### src/rtl/chx_pkg.sv
package chx_pkg;

    localparam int WORD_W = 32;
    localparam int CNT_W  = 16;
    localparam int WC_W   = CNT_W - 1;

    typedef enum logic [3:0] {
        OP_END   = 4'd0,
        OP_SEEK  = 4'd1,
        OP_READ  = 4'd2,
        OP_WRITE = 4'd3,
        OP_TIC   = 4'd4
    } chx_op_e;

    typedef struct packed {
        logic [3:0]        op;
        logic              legal;
        logic              intr;
        logic [CNT_W-1:0]  count;
        logic [WORD_W-1:0] arg;
    } chx_cmd_t;

    typedef struct packed {
        logic irq;
        logic err;
        logic done;
        logic busy;
    } chx_stat_t;

    typedef enum logic [2:0] {
        S_IDLE, S_F0, S_F1, S_F2, S_EXEC, S_SEEK, S_XFER
    } chx_seq_e;

    typedef enum logic [2:0] {
        X_IDLE, X_RX, X_TXF, X_TXW, X_TXH
    } chx_xs_e;

    function automatic logic [WC_W-1:0] words_of(input logic [CNT_W-1:0] count);
        logic [CNT_W:0] t;
        t = {1'b0, count} + (CNT_W+1)'(3);
        return t[CNT_W:2];
    endfunction

    function automatic logic op_known(input logic [3:0] op);
        return op <= 4'(OP_TIC);
    endfunction

endpackage

### src/rtl/chx_cmd_decode.sv
module chx_cmd_decode
    import chx_pkg::*;
(
    input  logic [WORD_W-1:0] word_a,
    input  logic [WORD_W-1:0] word_b,
    output chx_cmd_t          cmd
);
    always_comb begin
        cmd.op    = word_a[31:28];
        cmd.intr  = word_a[27];
        cmd.count = word_a[CNT_W-1:0];
        cmd.arg   = word_b;
        cmd.legal = op_known(word_a[31:28]) && (word_a[26:16] == 11'd0);
    end
endmodule

### src/rtl/chx_xfer.sv
module chx_xfer
    import chx_pkg::*;
#(
    parameter int AW = 16
) (
    input  logic              clk,
    input  logic              rst,
    input  logic              start,
    input  logic              to_mem,
    input  logic [AW-1:0]     buf_addr,
    input  logic [CNT_W-1:0]  count,
    output logic              done,
    output logic              mem_rd_en,
    output logic              mem_wr_en,
    output logic [AW-1:0]     mem_addr,
    output logic [WORD_W-1:0] mem_wdata,
    input  logic [WORD_W-1:0] mem_rdata,
    output logic              rx_ready,
    input  logic              rx_valid,
    input  logic [WORD_W-1:0] rx_data,
    output logic              tx_valid,
    input  logic              tx_ready,
    output logic [WORD_W-1:0] tx_data
);
    chx_xs_e           st;
    logic [AW-1:0]     addr;
    logic [WC_W-1:0]   left;
    logic [WORD_W-1:0] hold;

    always_ff @(posedge clk) begin
        if (rst) begin
            st   <= X_IDLE;
            addr <= '0;
            left <= '0;
            hold <= '0;
            done <= 1'b0;
        end else begin
            done <= 1'b0;
            case (st)
                X_IDLE: begin
                    if (start) begin
                        addr <= buf_addr;
                        left <= words_of(count);
                        st   <= to_mem ? X_RX : X_TXF;
                    end
                end
                X_RX: begin
                    if (rx_valid) begin
                        addr <= addr + AW'(1);
                        left <= left - WC_W'(1);
                        if (left == WC_W'(1)) begin
                            st   <= X_IDLE;
                            done <= 1'b1;
                        end
                    end
                end
                X_TXF: st <= X_TXW;
                X_TXW: begin
                    hold <= mem_rdata;
                    st   <= X_TXH;
                end
                X_TXH: begin
                    if (tx_ready) begin
                        addr <= addr + AW'(1);
                        left <= left - WC_W'(1);
                        if (left == WC_W'(1)) begin
                            st   <= X_IDLE;
                            done <= 1'b1;
                        end else begin
                            st <= X_TXF;
                        end
                    end
                end
                default: st <= X_IDLE;
            endcase
        end
    end

    always_comb begin
        rx_ready  = (st == X_RX);
        mem_wr_en = (st == X_RX) && rx_valid;
        mem_rd_en = (st == X_TXF);
        mem_addr  = addr;
        mem_wdata = rx_data;
        tx_valid  = (st == X_TXH);
        tx_data   = hold;
    end
endmodule

### src/rtl/chx_stat.sv
module chx_stat
    import chx_pkg::*;
(
    input  logic      clk,
    input  logic      rst,
    input  logic      sio_req,
    input  logic      tio_req,
    input  logic      ev_prog,
    input  logic      ev_end,
    input  logic      ev_err,
    output logic      accept,
    output logic      sio_ok,
    output logic      sio_rej,
    output logic      tio_valid,
    output logic [3:0] tio_status,
    output logic      irq
);
    chx_stat_t cur, nxt;

    assign accept = sio_req && !cur.busy;
    assign irq    = cur.irq;

    always_comb begin
        nxt = cur;
        if (tio_req) nxt.irq = 1'b0;
        if (accept) begin
            nxt.busy = 1'b1;
            nxt.done = 1'b0;
            nxt.err  = 1'b0;
        end
        if (ev_prog) nxt.irq = 1'b1;
        if (ev_end) begin
            nxt.busy = 1'b0;
            nxt.done = 1'b1;
            nxt.irq  = 1'b1;
        end
        if (ev_err) begin
            nxt.busy = 1'b0;
            nxt.done = 1'b1;
            nxt.err  = 1'b1;
            nxt.irq  = 1'b1;
        end
    end

    always_ff @(posedge clk) begin
        if (rst) begin
            cur        <= '0;
            sio_ok     <= 1'b0;
            sio_rej    <= 1'b0;
            tio_valid  <= 1'b0;
            tio_status <= '0;
        end else begin
            cur       <= nxt;
            sio_ok    <= accept;
            sio_rej   <= sio_req && cur.busy;
            tio_valid <= tio_req;
            if (tio_req) tio_status <= cur;
        end
    end
endmodule

### src/rtl/chan_exec.sv
module chan_exec
    import chx_pkg::*;
#(
    parameter int AW    = 16,
    parameter int DEV_W = 8
) (
    input  logic              clk,
    input  logic              rst,
    input  logic              sio_req,
    input  logic [DEV_W-1:0]  sio_dev,
    input  logic [AW-1:0]     sio_addr,
    output logic              sio_ok,
    output logic              sio_rej,
    input  logic              tio_req,
    output logic              tio_valid,
    output logic [3:0]        tio_status,
    output logic              irq,
    output logic              mem_rd_en,
    output logic              mem_wr_en,
    output logic [AW-1:0]     mem_addr,
    output logic [31:0]       mem_wdata,
    input  logic [31:0]       mem_rdata,
    output logic [DEV_W-1:0]  dev_sel,
    output logic              dev_seek_valid,
    input  logic              dev_seek_ack,
    output logic [15:0]       dev_cyl,
    output logic [7:0]        dev_head,
    output logic [7:0]        dev_rec,
    output logic              dev_rx_ready,
    input  logic              dev_rx_valid,
    input  logic [31:0]       dev_rx_data,
    output logic              dev_tx_valid,
    input  logic              dev_tx_ready,
    output logic [31:0]       dev_tx_data
);
    chx_seq_e          st;
    logic [AW-1:0]     pc;
    logic [WORD_W-1:0] w_a, w_b;
    logic [DEV_W-1:0]  dev_q;
    chx_cmd_t          cmd;

    logic              accept, ev_prog, ev_end, ev_err, cmd_done;
    logic              seq_rd, x_start, x_done;
    logic [AW-1:0]     seq_addr;
    logic              x_rd, x_wr;
    logic [AW-1:0]     x_addr;
    logic [WORD_W-1:0] x_wdata;

    chx_cmd_decode u_dec (
        .word_a (w_a),
        .word_b (w_b),
        .cmd    (cmd)
    );

    chx_stat u_stat (
        .clk        (clk),
        .rst        (rst),
        .sio_req    (sio_req),
        .tio_req    (tio_req),
        .ev_prog    (ev_prog),
        .ev_end     (ev_end),
        .ev_err     (ev_err),
        .accept     (accept),
        .sio_ok     (sio_ok),
        .sio_rej    (sio_rej),
        .tio_valid  (tio_valid),
        .tio_status (tio_status),
        .irq        (irq)
    );

    chx_xfer #(.AW(AW)) u_xfer (
        .clk       (clk),
        .rst       (rst),
        .start     (x_start),
        .to_mem    (cmd.op == 4'(OP_READ)),
        .buf_addr  (cmd.arg[AW-1:0]),
        .count     (cmd.count),
        .done      (x_done),
        .mem_rd_en (x_rd),
        .mem_wr_en (x_wr),
        .mem_addr  (x_addr),
        .mem_wdata (x_wdata),
        .mem_rdata (mem_rdata),
        .rx_ready  (dev_rx_ready),
        .rx_valid  (dev_rx_valid),
        .rx_data   (dev_rx_data),
        .tx_valid  (dev_tx_valid),
        .tx_ready  (dev_tx_ready),
        .tx_data   (dev_tx_data)
    );

    // Per-state strobes of the command sequencer.
    always_comb begin
        seq_rd   = 1'b0;
        seq_addr = pc;
        x_start  = 1'b0;
        ev_prog  = 1'b0;
        ev_end   = 1'b0;
        ev_err   = 1'b0;
        cmd_done = 1'b0;
        case (st)
            S_F0: seq_rd = 1'b1;
            S_F1: begin
                seq_rd   = 1'b1;
                seq_addr = pc + AW'(1);
            end
            S_EXEC: begin
                if (!cmd.legal) begin
                    ev_err = 1'b1;
                end else begin
                    case (cmd.op)
                        OP_END:  ev_end = 1'b1;
                        OP_SEEK: ;
                        OP_READ, OP_WRITE: begin
                            if (cmd.count == '0) cmd_done = 1'b1;
                            else                 x_start  = 1'b1;
                        end
                        OP_TIC:  ev_prog = cmd.intr;
                        default: ev_err = 1'b1;
                    endcase
                end
            end
            S_SEEK: cmd_done = dev_seek_ack;
            S_XFER: cmd_done = x_done;
            default: ;
        endcase
        if (cmd_done) ev_prog = cmd.intr;
    end

    always_ff @(posedge clk) begin
        if (rst) begin
            st    <= S_IDLE;
            pc    <= '0;
            w_a   <= '0;
            w_b   <= '0;
            dev_q <= '0;
        end else begin
            case (st)
                S_IDLE: begin
                    if (accept) begin
                        pc    <= sio_addr;
                        dev_q <= sio_dev;
                        st    <= S_F0;
                    end
                end
                S_F0: st <= S_F1;
                S_F1: begin
                    w_a <= mem_rdata;
                    st  <= S_F2;
                end
                S_F2: begin
                    w_b <= mem_rdata;
                    st  <= S_EXEC;
                end
                S_EXEC: begin
                    if (!cmd.legal || cmd.op == 4'(OP_END)) begin
                        st <= S_IDLE;
                    end else if (cmd.op == 4'(OP_SEEK)) begin
                        st <= S_SEEK;
                    end else if (cmd.op == 4'(OP_TIC)) begin
                        pc <= cmd.arg[AW-1:0];
                        st <= S_F0;
                    end else if (cmd_done) begin
                        pc <= pc + AW'(2);
                        st <= S_F0;
                    end else begin
                        st <= S_XFER;
                    end
                end
                S_SEEK, S_XFER: begin
                    if (cmd_done) begin
                        pc <= pc + AW'(2);
                        st <= S_F0;
                    end
                end
                default: st <= S_IDLE;
            endcase
        end
    end

    always_comb begin
        mem_rd_en      = seq_rd | x_rd;
        mem_wr_en      = x_wr;
        mem_addr       = (st == S_XFER) ? x_addr : seq_addr;
        mem_wdata      = x_wdata;
        dev_sel        = dev_q;
        dev_seek_valid = (st == S_SEEK);
        dev_cyl        = cmd.arg[31:16];
        dev_head       = cmd.arg[15:8];
        dev_rec        = cmd.arg[7:0];
    end
endmodule

### config.mk
export PLATFORM = sky130hd
export DESIGN_NAME = chan_exec
export DESIGN_NICKNAME = d
export VERILOG_FILES = /design/src/rtl/chx_pkg.sv /design/src/rtl/chx_cmd_decode.sv /design/src/rtl/chx_xfer.sv /design/src/rtl/chx_stat.sv /design/src/rtl/chan_exec.sv
export SDC_FILE = /design/constraint.sdc
export NUM_CORES = 1
export LEC_CHECK = 0
export ABC_AREA = 0
export BUFFER_PORTS_ARGS = -buffer_cell sky130_fd_sc_hd__buf_2
export CAP_MARGIN = 20
export CORE_ASPECT_RATIO = 0.9
export CORE_MARGIN = 5
export CORE_UTILIZATION = 58
export DETAILED_ROUTE_END_ITERATION = 16
export GPL_TIMING_DRIVEN = 0
export PLACE_DENSITY_LB_ADDON = 0.2
export SYNTH_ARGS = -nofsm -noshare
export SYNTH_HDL_FRONTEND = slang
export SYNTH_HIERARCHICAL = 1
export SYNTH_SLANG_ARGS = --single-unit
### constraint.sdc
create_clock -name clk -period 4.1 [get_ports clk]
set_clock_uncertainty 0.2 [all_clocks]
set_input_delay 1.025 -clock clk [delete_from_list [all_inputs] [get_ports clk]]
set_output_delay 1.025 -clock clk [all_outputs]
set_load 0.02 [all_outputs]
==> qor.csv <==
stage,metric,value,unit
run_status,status,"complete, no violations",
synth,ys async rst share,0,%
route,Met3 Wirelength,4035,µm
route,# DRC,0,
global_routing,grt total ovfl,0,
clocking,CTS tree,built,
synth,Post-synth EDFFs,0,
timing,Pins Over Slew Limit,0,
global_routing,pin count of the biggest net entering global routing,18,
finish,layout cells sized above 1,25.24,%
min_path,HP Class,reg -> reg,
timing,Final period util,95.59,%
timing,Max-slew headroom,27.51,%
worst_setup_path,WS Path Type,reg -> out,
die,Starting Density,59.53,%
route,Final ANT Viol Nets,0,
finish,"Design Area, Final",11050,µm²
route,via count,9966,
synth,Syn Nets,1334,
finish,footprint of the multi-input gates,4723,µm²
global_routing,initial antenna violation count,1,
route,via-per-instance ratio,6.004,
global_routing,Tot GR Track Use,32.00,%
finish,fin cells,1660,
finish,Register Area,3383,µm²
die,I/O pin count,228,
worst_setup_path,Worst setup SP type,register,
finish,diodes inserted,0,
worst_setup_path,R2R Path Start,w_a[31],
timing,final setup violation count,0,
die,Die Ht,129.6,µm
timing,final count of hold timing violations,0,
synth,Yosys reg bits,169,
finish,Filler cells,1316,
timing,Worst Tran Pin Value,1.072,ns
synth,Post-Synthesis Cells,1233,
timing,worst hold slack,0.2542,ns
timing,RSZ-0062 raised after global routing,no,
clocking,TritonCTS Buffers,17,
finish,"Area growth, synth to finish",19.78,%
die,Core Area,15490,µm²
synth,dominant synthesized flop cell,dfxtp_1,
finish,"most common cell after layout, fill and taps aside",nand2_1,
route,Max Used Layer,met5,
worst_setup_path,Critical Path RT,2.87,ns
die,Die ar.,18530,µm²
synth,Ys Warns,6,
route,Met1 Wirelength,12100,µm
route,initial drt markers,1125,
synth,synth unique cells,81,
worst_setup_path,"Max FO, Critical Path",7,
place,dpl cells,1629,
place,GPL Wtd Cong,1.032,
synth,"Cell Area, Synth",9224,µm²
clocking,Sink Count,169,
timing,min Tclk post-route,3.919,ns
synth,post-synthesis sequential area ratio,36.68,%
timing,setup_tns,0,ns
clocking,clk slew on worst S/H paths,0.08,ns
worst_setup_path,Critical path origin,pc[1],
route,Routed wire per std cell,18.56,µm
power,Pwr Total,3.939,mW
power,leakage,4.478,nW
clocking,H-tree levels,4,
finish,Final Net Count,1546,
global_routing,vias in the first global route,9094,
place,detailed placement HPWL,22850,µm
route,Routed WL,30810,µm
die,row count,43,
min_path,HP Start,u_xfer/tx_data[17],
place,PortBufs,194,
power,peak supply drop,0.2917,mV
place,Area after DPL,10450,µm²
finish,"commonest non-fill, non-tap cells in the layout","nand2_1 (275), buf_2 (219), dfxtp_1 (169)",
worst_setup_path,CP Capture Type,primary output,
clocking,CTS root buffer,clkbuf_16,
die,Chip Width,142.9,µm
timing,FMAX,255.1,MHz
worst_setup_path,WP data arrival,2.69,ns
route,DR WL met2,13640,µm
clocking,worst-skew pair later-pin latency,0.44,ns
global_routing,first-pass GRT wire length,47200,µm
job,maxcap violations,0,
clocking,setup repair bufs after CTS,0,
power,Pwr Density,356.5,nW/µm²
clocking,Bufs on Longest Clock Path,2,
synth,Mapped Avg Cell Area,7.481,µm²
route,Detailed Routing Iterations Pass 1,8,
-- cell type report --
| cell class | instances | share of cell area, % |
|---|---|---|
| Buffer | 173 | 9.456 |
| Clock buffer | 18 | 3.975 |
| Clock inverter | 14 | 1.438 |
| Inverter | 20 | 0.6795 |
| Multi-Input combinational cell | 870 | 42.75 |
| Sequential cell | 169 | 30.62 |
| Tap cell | 202 | 2.288 |
| Timing Repair Buffer | 194 | 8.788 |
-- cells by family after synthesis --
kind of cell / count (synthesis) / synth area share (%)
buffers and inverters: 194 / 12.18
and+or+nand+nor: 492 / 24.80
muxes: 9 / 0.9903
DFF: 169 / 36.68
xor gates and xnor gates: 25 / 2.374
AOI/OAI and AO/OA: 338 / 22.17
adders and majority gates: 6 / 0.8139
-- Yosys cell counts, types with 4 or more instances --
cell type | instances | area, µm²
nand2_1 | 275 | 1032
dfxtp_1 | 169 | 3383
a21oi_1 | 166 | 830.8
buf_4 | 89 | 668.1
nor2_1 | 63 | 236.5
o21ai_0 | 55 | 275.3
clkbuf_1 | 54 | 202.7
buf_2 | 25 | 125.1
nand3_1 | 24 | 120.1
nor4_1 | 20 | 125.1
inv_1 | 19 | 71.32
nor3_1 | 17 | 85.08
a31oi_1 | 14 | 87.58
nand4_1 | 14 | 87.58
xnor2_1 | 14 | 122.6
a22oi_1 | 12 | 90.09
xor2_1 | 11 | 96.34
a211oi_1 | 10 | 75.07
nand2b_1 | 9 | 56.30
o22ai_1 | 9 | 56.30
or3_1 | 9 | 56.30
and2_1 | 8 | 50.05
and3_1 | 8 | 50.05
mux2i_1 | 8 | 80.08
and4_1 | 6 | 52.55
ha_1 | 6 | 75.07
nor2b_1 | 6 | 37.54
o211ai_1 | 6 | 45.04
a221o_1 | 5 | 50.05
a21o_1 | 4 | 30.03
buf_6 | 4 | 45.04
nor3b_1 | 4 | 30.03
o21ai_1 | 4 | 20.02
o31ai_1 | 4 | 30.03
o32ai_1 | 4 | 35.03
o41ai_1 | 4 | 35.03
or2_2 | 4 | 25.02
-- repair_timing --
action / 4_1_cts / 5_1_grt
resized for setup: 0 / 1
setup endpoints to repair: 0 / 2
hold buffers: 0 / 0
-- flip-flops by register name, summed over array words and instances (netlist names), 4 cells and up --
register	flops
w_a	32
u_stat/tio_status	4
u_xfer/mem_addr	16
dev_sel	8
w_b	32
pc	16
u_xfer/left	15
u_xfer/tx_data	32
-- path summary, 6_finish.rpt --
check / end / slack [ns] / cells past startpoint
hold reg to reg: u_xfer/tx_data[17] / 0.25 / 2
hold / removal: u_xfer/tx_data[17] / 0.25 / 2
setup / recovery: mem_addr[15] / 0.18 / 7
setup reg to reg: pc[0] / 0.81 / 8
-- per-stage QoR --
| stage | utilization (%) | worst slack [ns] |
|---|---|---|
| after floorplan | - | 0.7662 |
| after global placement | 67.43 | 0.6025 |
| final | 71.30 | 0.1806 |
| after global routing | 71.30 | 0.02002 |
| after detailed placement | 67.43 | 0.5853 |
| after CTS | 71.29 | 0.1210 |
-- power by group --
part / switching (mW) / internal [mW] / total [mW]
registers: 0.0346 / 1.69 / 1.72
clock network: 0.762 / 0.882 / 1.64
logic: 0.363 / 0.208 / 0.571
total: 1.16 / 2.78 / 3.94
-- worst max-delay path: stages, from the launching register on --
cell and delay, ns:
dfxtp_1 0.50, ha_1 0.35, nand4_1 0.29, nor3_1 0.50, nand2_1 0.13, mux2i_1 0.14
a21oi_1 0.14, buf_2 0.20
-- per-layer routing --
metal | vias to the layer above | GRT usage (%)
met3 | 97 | 11.66
li1 | 4650 | -
met2 | 643 | 51.16
met4 | 2 | 11.91
met5 | - | 0
met1 | 4574 | 39.76
(Power assumes the default switching activity.)
